--- src/rtl/ring_route_pkg.sv ---
package ring_route_pkg;
  typedef enum logic [1:0] {
    PORT_LOC = 2'd0,
    PORT_CW  = 2'd1,
    PORT_CCW = 2'd2,
    PORT_ACR = 2'd3
  } port_e;

  typedef enum logic {
    SIDE_IN  = 1'b0,
    SIDE_OUT = 1'b1
  } side_e;
endpackage

--- src/rtl/ring_reladdr.sv ---
module ring_reladdr #(
  parameter int N = 4
) (
  input  logic [$clog2(4*N)-1:0] cur,
  input  logic [$clog2(4*N)-1:0] dst,
  output logic [$clog2(4*N)-1:0] rel
);
  localparam int NODES = 4 * N;
  localparam int IDW   = $clog2(NODES);
  localparam logic [IDW:0] NODES_W = NODES[IDW:0];

  logic [IDW:0] diff;
  assign diff = {1'b0, dst} - {1'b0, cur};

  generate
    if (NODES == (1 << IDW)) begin : g_pow2
      assign rel = diff[IDW-1:0];
    end else begin : g_fold
      logic [IDW:0] wrapped;
      assign wrapped = diff[IDW] ? (diff + NODES_W) : diff;
      assign rel = wrapped[IDW-1:0];
    end
  endgenerate

  logic [IDW:0] chk_sum;
  logic [IDW:0] chk_back;
  always_comb begin
    chk_sum  = {1'b0, cur} + {1'b0, rel};
    chk_back = (chk_sum >= NODES_W) ? (chk_sum - NODES_W) : chk_sum;
    if (cur < NODES_W[IDW-1:0] || NODES == (1 << IDW)) begin
      if (dst < NODES_W[IDW-1:0] || NODES == (1 << IDW)) begin
        a_r1_offset_reaches_dest: assert (chk_back[IDW-1:0] == dst);
      end
    end
  end
endmodule

--- src/rtl/ring_dir_sel.sv ---
module ring_dir_sel
  import ring_route_pkg::*;
#(
  parameter int N = 4
) (
  input  logic [$clog2(4*N)-1:0] rel,
  output port_e                  pick
);
  localparam int IDW = $clog2(4 * N);
  localparam logic [IDW:0] CW_MAX  = N[IDW:0];
  localparam logic [IDW:0] CCW_MIN = 3 * N;

  logic [IDW:0] rel_w;
  assign rel_w = {1'b0, rel};

  always_comb begin
    if (rel_w == '0)            pick = PORT_LOC;
    else if (rel_w <= CW_MAX)   pick = PORT_CW;
    else if (rel_w >= CCW_MIN)  pick = PORT_CCW;
    else                        pick = PORT_ACR;
  end
endmodule

--- src/rtl/ring_link_map.sv ---
module ring_link_map
  import ring_route_pkg::*;
#(
  parameter int N = 4
) (
  input  logic [$clog2(4*N)-1:0] node,
  input  port_e                  port,
  output logic [$clog2(4*N)-1:0] nbr_node,
  output port_e                  nbr_port,
  output logic                   ends
);
  localparam int NODES = 4 * N;
  localparam int IDW   = $clog2(NODES);
  localparam logic [IDW:0] NODES_W = NODES[IDW:0];
  localparam logic [IDW:0] HALF_W  = (2 * N);

  logic [IDW-1:0] up_id;
  logic [IDW-1:0] dn_id;
  logic [IDW-1:0] op_id;

  generate
    if (NODES == (1 << IDW)) begin : g_pow2
      logic [IDW:0] op_sum;
      assign up_id  = node + 1'b1;
      assign dn_id  = node - 1'b1;
      assign op_sum = {1'b0, node} + HALF_W;
      assign op_id  = op_sum[IDW-1:0];
    end else begin : g_fold
      logic [IDW:0] up_sum;
      logic [IDW:0] op_sum;
      logic [IDW:0] op_fix;
      assign up_sum = {1'b0, node} + 1'b1;
      assign up_id  = (up_sum == NODES_W) ? '0 : up_sum[IDW-1:0];
      assign dn_id  = (node == '0) ? (NODES_W[IDW-1:0] - 1'b1) : (node - 1'b1);
      assign op_sum = {1'b0, node} + HALF_W;
      assign op_fix = (op_sum >= NODES_W) ? (op_sum - NODES_W) : op_sum;
      assign op_id  = op_fix[IDW-1:0];
    end
  endgenerate

  always_comb begin
    ends     = 1'b0;
    nbr_node = '0;
    nbr_port = PORT_LOC;
    unique case (port)
      PORT_CW:  begin nbr_node = up_id; nbr_port = PORT_CCW; end
      PORT_CCW: begin nbr_node = dn_id; nbr_port = PORT_CW;  end
      PORT_ACR: begin nbr_node = op_id; nbr_port = PORT_ACR; end
      default:  ends = 1'b1;
    endcase
  end

  always_comb begin
    if (port == PORT_ACR) begin
      a_r8_chord_is_involution: assert (
        ((({1'b0, nbr_node} + HALF_W) >= NODES_W) ?
          (({1'b0, nbr_node} + HALF_W) - NODES_W) :
          ({1'b0, nbr_node} + HALF_W)) == {1'b0, node});
    end
  end
endmodule

--- src/rtl/chordal_next_hop.sv ---
module chordal_next_hop
  import ring_route_pkg::*;
#(
  parameter int N = 4
) (
  input  logic                   hop_vld,
  output logic                   hop_rdy,
  input  logic [$clog2(4*N)-1:0] cur_node,
  input  logic [1:0]             cur_port,
  input  logic                   cur_side,
  input  logic [$clog2(4*N)-1:0] dst_node,
  output logic                   nxt_vld,
  input  logic                   nxt_rdy,
  output logic [$clog2(4*N)-1:0] nxt_node,
  output logic [1:0]             nxt_port,
  output logic                   nxt_side
);
  localparam int IDW = $clog2(4 * N);

  logic [IDW-1:0] rel;
  port_e          pick;
  port_e          here_port;
  logic [IDW-1:0] link_node;
  port_e          link_port;
  logic           link_ends;
  logic           route_ends;

  assign here_port = port_e'(cur_port);

  ring_reladdr #(.N(N)) u_rel (
    .cur (cur_node),
    .dst (dst_node),
    .rel (rel)
  );

  ring_dir_sel #(.N(N)) u_sel (
    .rel  (rel),
    .pick (pick)
  );

  ring_link_map #(.N(N)) u_link (
    .node     (cur_node),
    .port     (here_port),
    .nbr_node (link_node),
    .nbr_port (link_port),
    .ends     (link_ends)
  );

  assign route_ends = (cur_side == SIDE_OUT) && link_ends;
  assign hop_rdy    = route_ends ? 1'b1 : nxt_rdy;

  always_comb begin
    nxt_vld  = 1'b0;
    nxt_node = '0;
    nxt_port = '0;
    nxt_side = 1'b0;
    if (hop_vld && !route_ends) begin
      nxt_vld = 1'b1;
      if (cur_side == SIDE_IN) begin
        nxt_node = cur_node;
        nxt_port = pick;
        nxt_side = SIDE_OUT;
      end else begin
        nxt_node = link_node;
        nxt_port = link_port;
        nxt_side = SIDE_IN;
      end
    end
  end

  always_comb begin
    if (hop_vld && cur_side == SIDE_IN) begin
      a_r2_inside_switch_step: assert (nxt_vld && nxt_node == cur_node && nxt_side == SIDE_OUT);
    end
    if (hop_vld && cur_side == SIDE_OUT && here_port != PORT_LOC) begin
      a_r6_link_step_leaves_node: assert (nxt_vld && nxt_node != cur_node && nxt_side == SIDE_IN);
    end
    if (cur_side == SIDE_OUT && here_port == PORT_LOC) begin
      a_r9_local_output_ends: assert (!nxt_vld && hop_rdy);
    end
    if (!hop_vld) begin
      a_r10_idle_outputs_quiet: assert (!nxt_vld && nxt_node == '0 && nxt_port == '0);
    end
    if (!(cur_side == SIDE_OUT && here_port == PORT_LOC)) begin
      a_r11_ready_passthrough: assert (hop_rdy == nxt_rdy);
    end
  end
endmodule

--- config.mk ---
export PLATFORM = sky130hd
export DESIGN_NAME = chordal_next_hop
export DESIGN_NICKNAME = d
export VERILOG_FILES = /design/src/rtl/ring_route_pkg.sv /design/src/rtl/ring_reladdr.sv /design/src/rtl/ring_dir_sel.sv /design/src/rtl/ring_link_map.sv /design/src/rtl/chordal_next_hop.sv
export SDC_FILE = /design/constraint.sdc
export NUM_CORES = 1
export LEC_CHECK = 0
export BUFFER_PORTS_ARGS = -buffer_cell sky130_fd_sc_hd__buf_2
export CORE_AREA = 10 10 47 49
export DETAILED_ROUTE_END_ITERATION = 12
export DIE_AREA = 0 0 57 59
export PLACE_DENSITY = 0.68
export SLEW_MARGIN = 20
export SYNTH_ARGS = -nofsm -noshare
export SYNTH_HDL_FRONTEND = slang
export SYNTH_SLANG_ARGS = --single-unit
--- constraint.sdc ---
create_clock -name vclk -period 1.26
set_input_delay 0.063 -clock vclk [all_inputs]
set_output_delay 0.063 -clock vclk [all_outputs]
set_load 0.03 [all_outputs]
Yosys cells after proc, flatten, opt, wreduce, memory -nomap -nowiden --
Cells that the tools add are included.
Operators by class: add/subtract/negate cells 4, magnitude comparators 2, equal/unequal tests 3, multiplexer cells 14, reductions and logical operators 5
Operator list (number):
- $pmux 4 s3 | 1
- $mux 2 | 4
- $mux 4 | 2
- $mux 1 | 6
- $pmux 2 s3 | 1
- $logic_not 5->1 | 1
- $add 4x1->4 const B | 1
- $add 4x4->4 const B | 1
- $eq 2x2->1 const B | 2
- $ge 4x4->1 const B | 1
- $le 4x3->1 const B | 1
- $sub 4x1->4 const B | 1
- $sub 4x4->4 | 1
- $reduce_or 3->1 | 1
- $eq 2x1->1 const B | 1
- $logic_and 1x1->1 | 2
- $logic_not 1->1 | 1
Word-level totals: flip-flop bits (word level) 0, input bits 13, output and inout bits 9, logic and storage cells 28

Depth between registers and ports, before layout --
Gate-level depths: netlist of the first run.
depth in word-level cells 7, mapped depth 10

Cells and area by module --
Synthesis of the first run repeated with hierarchy kept, for this count alone.
Second synthesis, totals: cells, all modules 65, area, all modules 479.2 µm²
Modules (own cells, without submodules):
- ring_link_map | instances 1, cells an instance 26, area an instance 215.2 µm², seq. area each 0.0 µm²
- chordal_next_hop | instances 1, cells an instance 20, area an instance 125.1 µm², seq. area each 0.0 µm²
- ring_reladdr | instances 1, cells an instance 15, area an instance 116.4 µm², seq. area each 0.0 µm²
- ring_dir_sel | instances 1, cells an instance 4, area an instance 22.5 µm², seq. area each 0.0 µm²

Worst setup path before layout of the first run --
Ideal clock, no wire load.
kind input-to-output, start point input port cur_port[0], end point output port nxt_node[2], data arrival time 1.493 ns, required time 1.197 ns, path slack -0.296 ns, stages on the path 10, buffers on the path 1, cells stage by stage inv_1 > ha_1 > buf_2 > xor2_1 > ha_1 > a21oi_1 > xnor2_1 > nor2_1 > a21oi_1 > nor2_1
On the way: longest elaborated chain between the ends 7, elaborated cells on any way between the ends 11
RTL lines:
- start, declared | RTL line chordal_next_hop.sv:9 | input logic [1:0] cur_port,
- $eq 2x1->1 (tied with other cells) | RTL line ring_link_map.sv:45 | unique case (port)
- $reduce_or 3->1 (no source line)
- $mux 1 | RTL line ring_link_map.sv:45
- $logic_and 1x1->1 | RTL line chordal_next_hop.sv:49 | assign route_ends = (cur_side == SIDE_OUT) && link_ends;
- $logic_not 1->1 | RTL line chordal_next_hop.sv:57 | if (hop_vld && !route_ends) begin
- $logic_and 1x1->1 | RTL line chordal_next_hop.sv:57
- $mux 4 * | RTL line chordal_next_hop.sv:57
- end, declared | RTL line chordal_next_hop.sv:14 | output logic [$clog2(4*N)-1:0] nxt_node,
Mark *: on every way between the ends. The rest lies on a longest branch, timed or not.

Worst setup path in the final report of the first run --
start point input port cur_node[1], end point output port nxt_port[1]
On the way: longest elaborated chain between the ends 6, elaborated cells on any way between the ends 7
RTL lines:
- start, declared | RTL line chordal_next_hop.sv:8 | input logic [$clog2(4*N)-1:0] cur_node,
- $sub 4x4->4 * | RTL line ring_reladdr.sv:13 | assign diff = {1'b0, dst} - {1'b0, cur};
- $le 4x3->1 | RTL line ring_dir_sel.sv:18 | else if (rel_w <= CW_MAX) pick = PORT_CW;
- $mux 2 | RTL line ring_dir_sel.sv:18
- $mux 2 * | RTL line ring_dir_sel.sv:17 | if (rel_w == '0) pick = PORT_LOC;
- $mux 2 * | RTL line chordal_next_hop.sv:59 | if (cur_side == SIDE_IN) begin
- $mux 2 * | RTL line chordal_next_hop.sv:57
- end, declared | RTL line chordal_next_hop.sv:15 | output logic [1:0] nxt_port,
Marked as above.

==> flow_summary.yaml, run 1 <==
cells_and_area:
  fin_area_um2: 1111
  antenna_cells: 0
  nClkBuffers: 0
  drive_gt1_frac: 0.7000
  multiInputGateArea_um2: 660.6
  nFillCells: 103
  final_nets: 144
  regArea_um2: 0
  sequential_cell_total: 0
  final_cell_count_no_fill: 136
  areaGrowthSynthToFinish_pct: 121.4
  final_core_util: 0.7929
worst_setup_path:
  startpoint_type: "primary input"
  cp_max_fo: 2
  worst-setup-path-type: "primary input to primary output"
  worstPathRequired_ns: 1.20
  worstPathArrival_ns: 1.38
  critPathCaptureType: "primary output"
route:
  routedWlPerCell_um: 14.69
  vias: 689
  dr.pass1.iters: 4
  totalWireLength_mm: 1.998
  ant_nets: 0
  first_iter_violations: 12
  viasPerCell: 5.066
  drcViolationCount: 0
pwr:
  swShare: 0.4863
  powerDensity_nw_per_um2: 474.1
  combinationalPowerShare: 1.000
  p_clk_frac: 0
  seq_power_share: 0
  ir_worst_vdd_v: 0.0002726
  leakagePower_nw: 0.5187
  power_mw: 0.5267
  p_sw_mw: 0.2561
  p_int_mw: 0.2706
status:
  outcome: "finished, violations left"
  violations: "negative setup slack"
timing:
  finalHoldViolations: 0
  worst_slew_pin_slew_ns: 0.2100
  slew_headroom: 0.8593
  finalSetupViolCount: 4
  fin_ws_ns: -0.1797
  period_needed_ns: 1.440
  rsz0062_at_grt: "true"
  max_freq_mhz: 694.6
  holdWs_ns: 0.4709
  timing.final.crit_share: 1.143
  drv_slew: 0
  setup_tns_ns: -0.5571
synthesis:
  synth_seq_area_share: 0
  yosysTopAreaCellShare: 0.2244
  yosysMostFrequentCell: "ha_1"
  synth_cell_types: 29
  syn_nets: 97
  syn_area_um2: 501.7
  synth_common_cells: "ha_1, nor2_1, inv_1, o21ai_0"
  synth.avg_cell_area_um2: 6.690
  yosysWarnings: 0
  synthCells: 75
  yosysTopAreaCell: "ha_1"
  ys_top_cells_by_area: "ha_1, o21ai_0, xnor2_1, a21oi_1, nor2_1"
grt:
  grt_pass1_wl_mm: 3.105
  grt.overflow.total: 0
  groute.usage.overall: 0.1060
  grt_max_degree: 10
  grt_pass1_vias: 710
  antenna_found_initial: 0
floorplan:
  die_h_um: 59
  boundaryPins: 22
  die_area_um2: 3363
  chipWidth_um: 57
  initial_core_util: 0.3580
  row_count: 14
  design.core.area_um2: 1401
place:
  port_buffers: 22
  place.gp.congestion: 0.7790
  dpl.cell_count: 132
  pre_cts_ws_ns: -0.2851
  place_area_um2: 873.3
  hpwlAfterDp_mm: 1.412
worst_hold_path:
  hold_path_class: "primary input to primary output"
flow_run:
  cap_viol_max_count: 0
## layout by cell type, fill, tap and decap left out, types with 2 or more instances in the layout
master,netlist,routed
buf_6,0,11
ha_4,0,5
xnor2_2,0,2
nand2b_1,3,3
o21ai_2,1,2
nand2_1,6,4
a21oi_1,6,3
nor2_2,0,2
inv_2,0,2
buf_4,0,26
a21oi_2,0,3
o21ai_0,7,3
nor2_1,8,4
nor2_4,0,2
o21ai_1,0,3
xor2_2,1,2
buf_2,2,10
xnor2_1,4,2
inv_1,7,3
ha_1,9,3
## layer usage
layer / global-route usage / wire [um]
met1: 0.1190 / 757
met4: 0.01342 / 23
met3: 0.01502 / 115
met5: 0 / 0
met2: 0.2078 / 1102
## repair_timing
action	in CTS	in global routing
hold endpoints to repair	0	0
hold buffers	0	0
pin swaps	13	9
gates resized for setup	27	24
setup endpoints to repair	7	7
setup buffers	4	0
gates cloned	0	0
## logic make-up after synthesis
group / share of synthesized area
simple gates: 0.2768
compound gates: 0.2793
buf+inv: 0.07980
fa+ha+maj: 0.2244
xor+xnor: 0.1197
mux: 0.01995
## path summary, 6_finish.rpt
kind | slack (ns) | cells after the start | startpoint | to
worst min-delay path | 0.47 | 3 | nxt_rdy | hop_rdy
worst max-delay path | -0.18 | 9 | cur_node[1] | nxt_port[1]
## area by class of cell
type	instances	area share
multi-input cells	65	0.5946
repair buffers	48	0.3502
inverters	7	0.03716
well taps	16	0.01802
## critical path, cell delays in order
cell,delay [ns]
buf_6,0.10
inv_4,0.05
ha_4,0.19
nor2b_4,0.13
o21ai_2,0.13
nand2b_1,0.09
xnor2_1,0.14
o311a_4,0.35
buf_6,0.14
## power by group through the flow
stage	sequential (mW)	clock, mW	combinational [mW]
6_report	0	0	0.527
5_1_grt	0	0	0.562
4_1_cts	0	0	0.463
3_5_place_dp	0	0	0.395
3_3_place_gp	0	0	0.386
2_1_floorplan	0	0	0.247
Note: power is estimated with default switching activity, not from simulation.
==> run 2, diff against run 1 <==
MAX_ROUTING_LAYER = met4   (was default)
==> run 2 against run 1 <==
Against the previous run: the run still ends with negative setup slack left; worst setup slack about the same; final area unchanged; cell count unchanged; total power about the same; worst hold slack worse by 0.0019 ns; critical path type unchanged.
==> flow_summary.yaml, run 2 (synthesized netlist as in run 1, its figures left out) <==
floorplan:
  row_count: 14
  die_h_um: 59
  design.core.area_um2: 1401
  chipWidth_um: 57
  boundaryPins: 22
  die_area_um2: 3363
  initial_core_util: 0.3580
cells_and_area:
  nClkBuffers: 0
  antenna_cells: 0
  sequential_cell_total: 0
  mostFrequentLayoutCell: "buf_4"
  nFillCells: 103
  drive_gt1_frac: 0.7000
  final_cell_mix: "buf_4, buf_6, buf_2"
  areaGrowthSynthToFinish_pct: 121.4
  regArea_um2: 0
  final_nets: 144
pwr:
  powerDensity_nw_per_um2: 473.9
  seq_power_share: 0
  combinationalPowerShare: 1.000
  p_clk_frac: 0
  p_sw_mw: 0.2560
  swShare: 0.4862
  leakagePower_nw: 0.5187
  power_mw: 0.5266
  p_int_mw: 0.2706
  ir_worst_vdd_v: 0.0002725
status:
  outcome: "finished, violations left"
  violations: "negative setup slack"
worst_setup_path:
  worstPathCellList: "buf_6 > inv_4 > ha_4 > nor2b_4 > o21ai_2 > nand2b_1 > xnor2_1 > o311a_4 > buf_6"
  startpoint_type: "primary input"
  cp_max_fo: 2
  crit_end: "nxt_port[1]"
  path_common_cell: "buf_6"
  critPathCaptureType: "primary output"
  critPathMaxStageDelay_ns: 0.35
  worstPathArrival_ns: 1.38
  worst-setup-path-type: "primary input to primary output"
  crit_start: "cur_node[1]"
  slowest_stage: "o311a_4"
  worstPathRequired_ns: 1.20
route:
  ant_nets: 0
  totalWireLength_mm: 1.996
  first_iter_violations: 12
  vias: 689
  drcViolationCount: 0
  viasPerCell: 5.066
  routedWlPerCell_um: 14.68
  dr.pass1.iters: 4
timing:
  period_needed_ns: 1.440
  finalHoldViolations: 0
  worst_slew_pin_slew_ns: 0.2100
  setup_tns_ns: -0.5572
  max_freq_mhz: 694.5
  drv_slew: 0
  timing.final.crit_share: 1.143
  holdWs_ns: 0.4690
  fin_ws_ns: -0.1799
  slew_headroom: 0.8593
  rsz0062_at_grt: "true"
  finalSetupViolCount: 4
flow_run:
  cap_viol_max_count: 0
place:
  port_buffers: 22
  place.gp.congestion: 0.7897
  hpwlAfterDp_mm: 1.412
grt:
  grt_pass1_wl_mm: 3.105
  grt_max_degree: 10
  groute.usage.overall: 0.1089
  grt.overflow.total: 0
  antenna_found_initial: 0
  grt_pass1_vias: 710
worst_hold_path:
  hold_path_class: "primary input to primary output"
-- run 2: cell counts in the layout (fill, tap and decap cells not counted) --
No cell type changed its count.
-- run 2: layout make-up --
class	instances	area (um2)	share of cell area
inverters	7	41.29	0.03716
multi-input cells	65	660.6	0.5946
well taps	16	20.02	0.01802
repair buffers	48	389.1	0.3502
-- run 2: power by group through the flow --
stage	clock network [mW]	registers (mW)	logic, mW
finish	0	0	0.527
CTS	0	0	0.463
global route	0	0	0.562
floorplan	0	0	0.247
detailed placement	0	0	0.395
global placement	0	0	0.386
-- run 2: what timing repair did --
item / CTS / global route
pin swaps: 13 / 9
gates resized for setup: 27 / 24
gates cloned: 0 / 0
buffers inserted: 4 / 0
endpoints found under the setup margin: 7 / 7
hold buffers: 0 / 0
-- run 2: worst min-delay path by stage --
| stage | start | end | slack [ns] | cells past startpoint |
|---|---|---|---|---|
| global route | nxt_rdy | hop_rdy | 0.48 | 3 |
| floorplan | hop_vld | nxt_port[1] | 0.27 | 1 |
| finish | nxt_rdy | hop_rdy | 0.47 | 3 |
| detailed placement | nxt_rdy | hop_rdy | 0.48 | 3 |
| CTS | nxt_rdy | hop_rdy | 0.48 | 3 |
| global placement | nxt_rdy | hop_rdy | 0.47 | 3 |
-- run 2: metal layers --
| layer | GRT usage | vias up | part of all wire |
|---|---|---|---|
| met5 | - | - | 0 |
| met4 | 0.01342 | 0 | 0.012 |
| met3 | 0.008584 | 2 | 0.046 |
| met2 | 0.2078 | 24 | 0.55 |
| met1 | 0.1226 | 310 | 0.39 |
| li1 | - | 353 | - |
-- run 2: metrics by stage --
stage | cells | cell area, um2 | setup slack [ns] | util
2_1_floorplan | 75 | 600.6 | -0.01482 | -
3_3_place_gp | 132 | 873.3 | -0.2716 | 0.6232
3_5_place_dp | 132 | 873.3 | -0.2851 | 0.6232
4_1_cts | 136 | 1010 | -0.1635 | 0.7205
5_1_grt | 136 | 1111 | -0.2224 | 0.7929
6_report | 136 | 1111 | -0.1799 | 0.7929
-- run 2: critical path: cells and delay by family --
family,cells,cell delay [ns]
AND/OR/NAND/NOR,2,0.22
buffers and inverters,3,0.29
AO/OA/AOI/OAI,2,0.48
adder cells (fa/ha/maj),1,0.19
XOR/XNOR,1,0.14
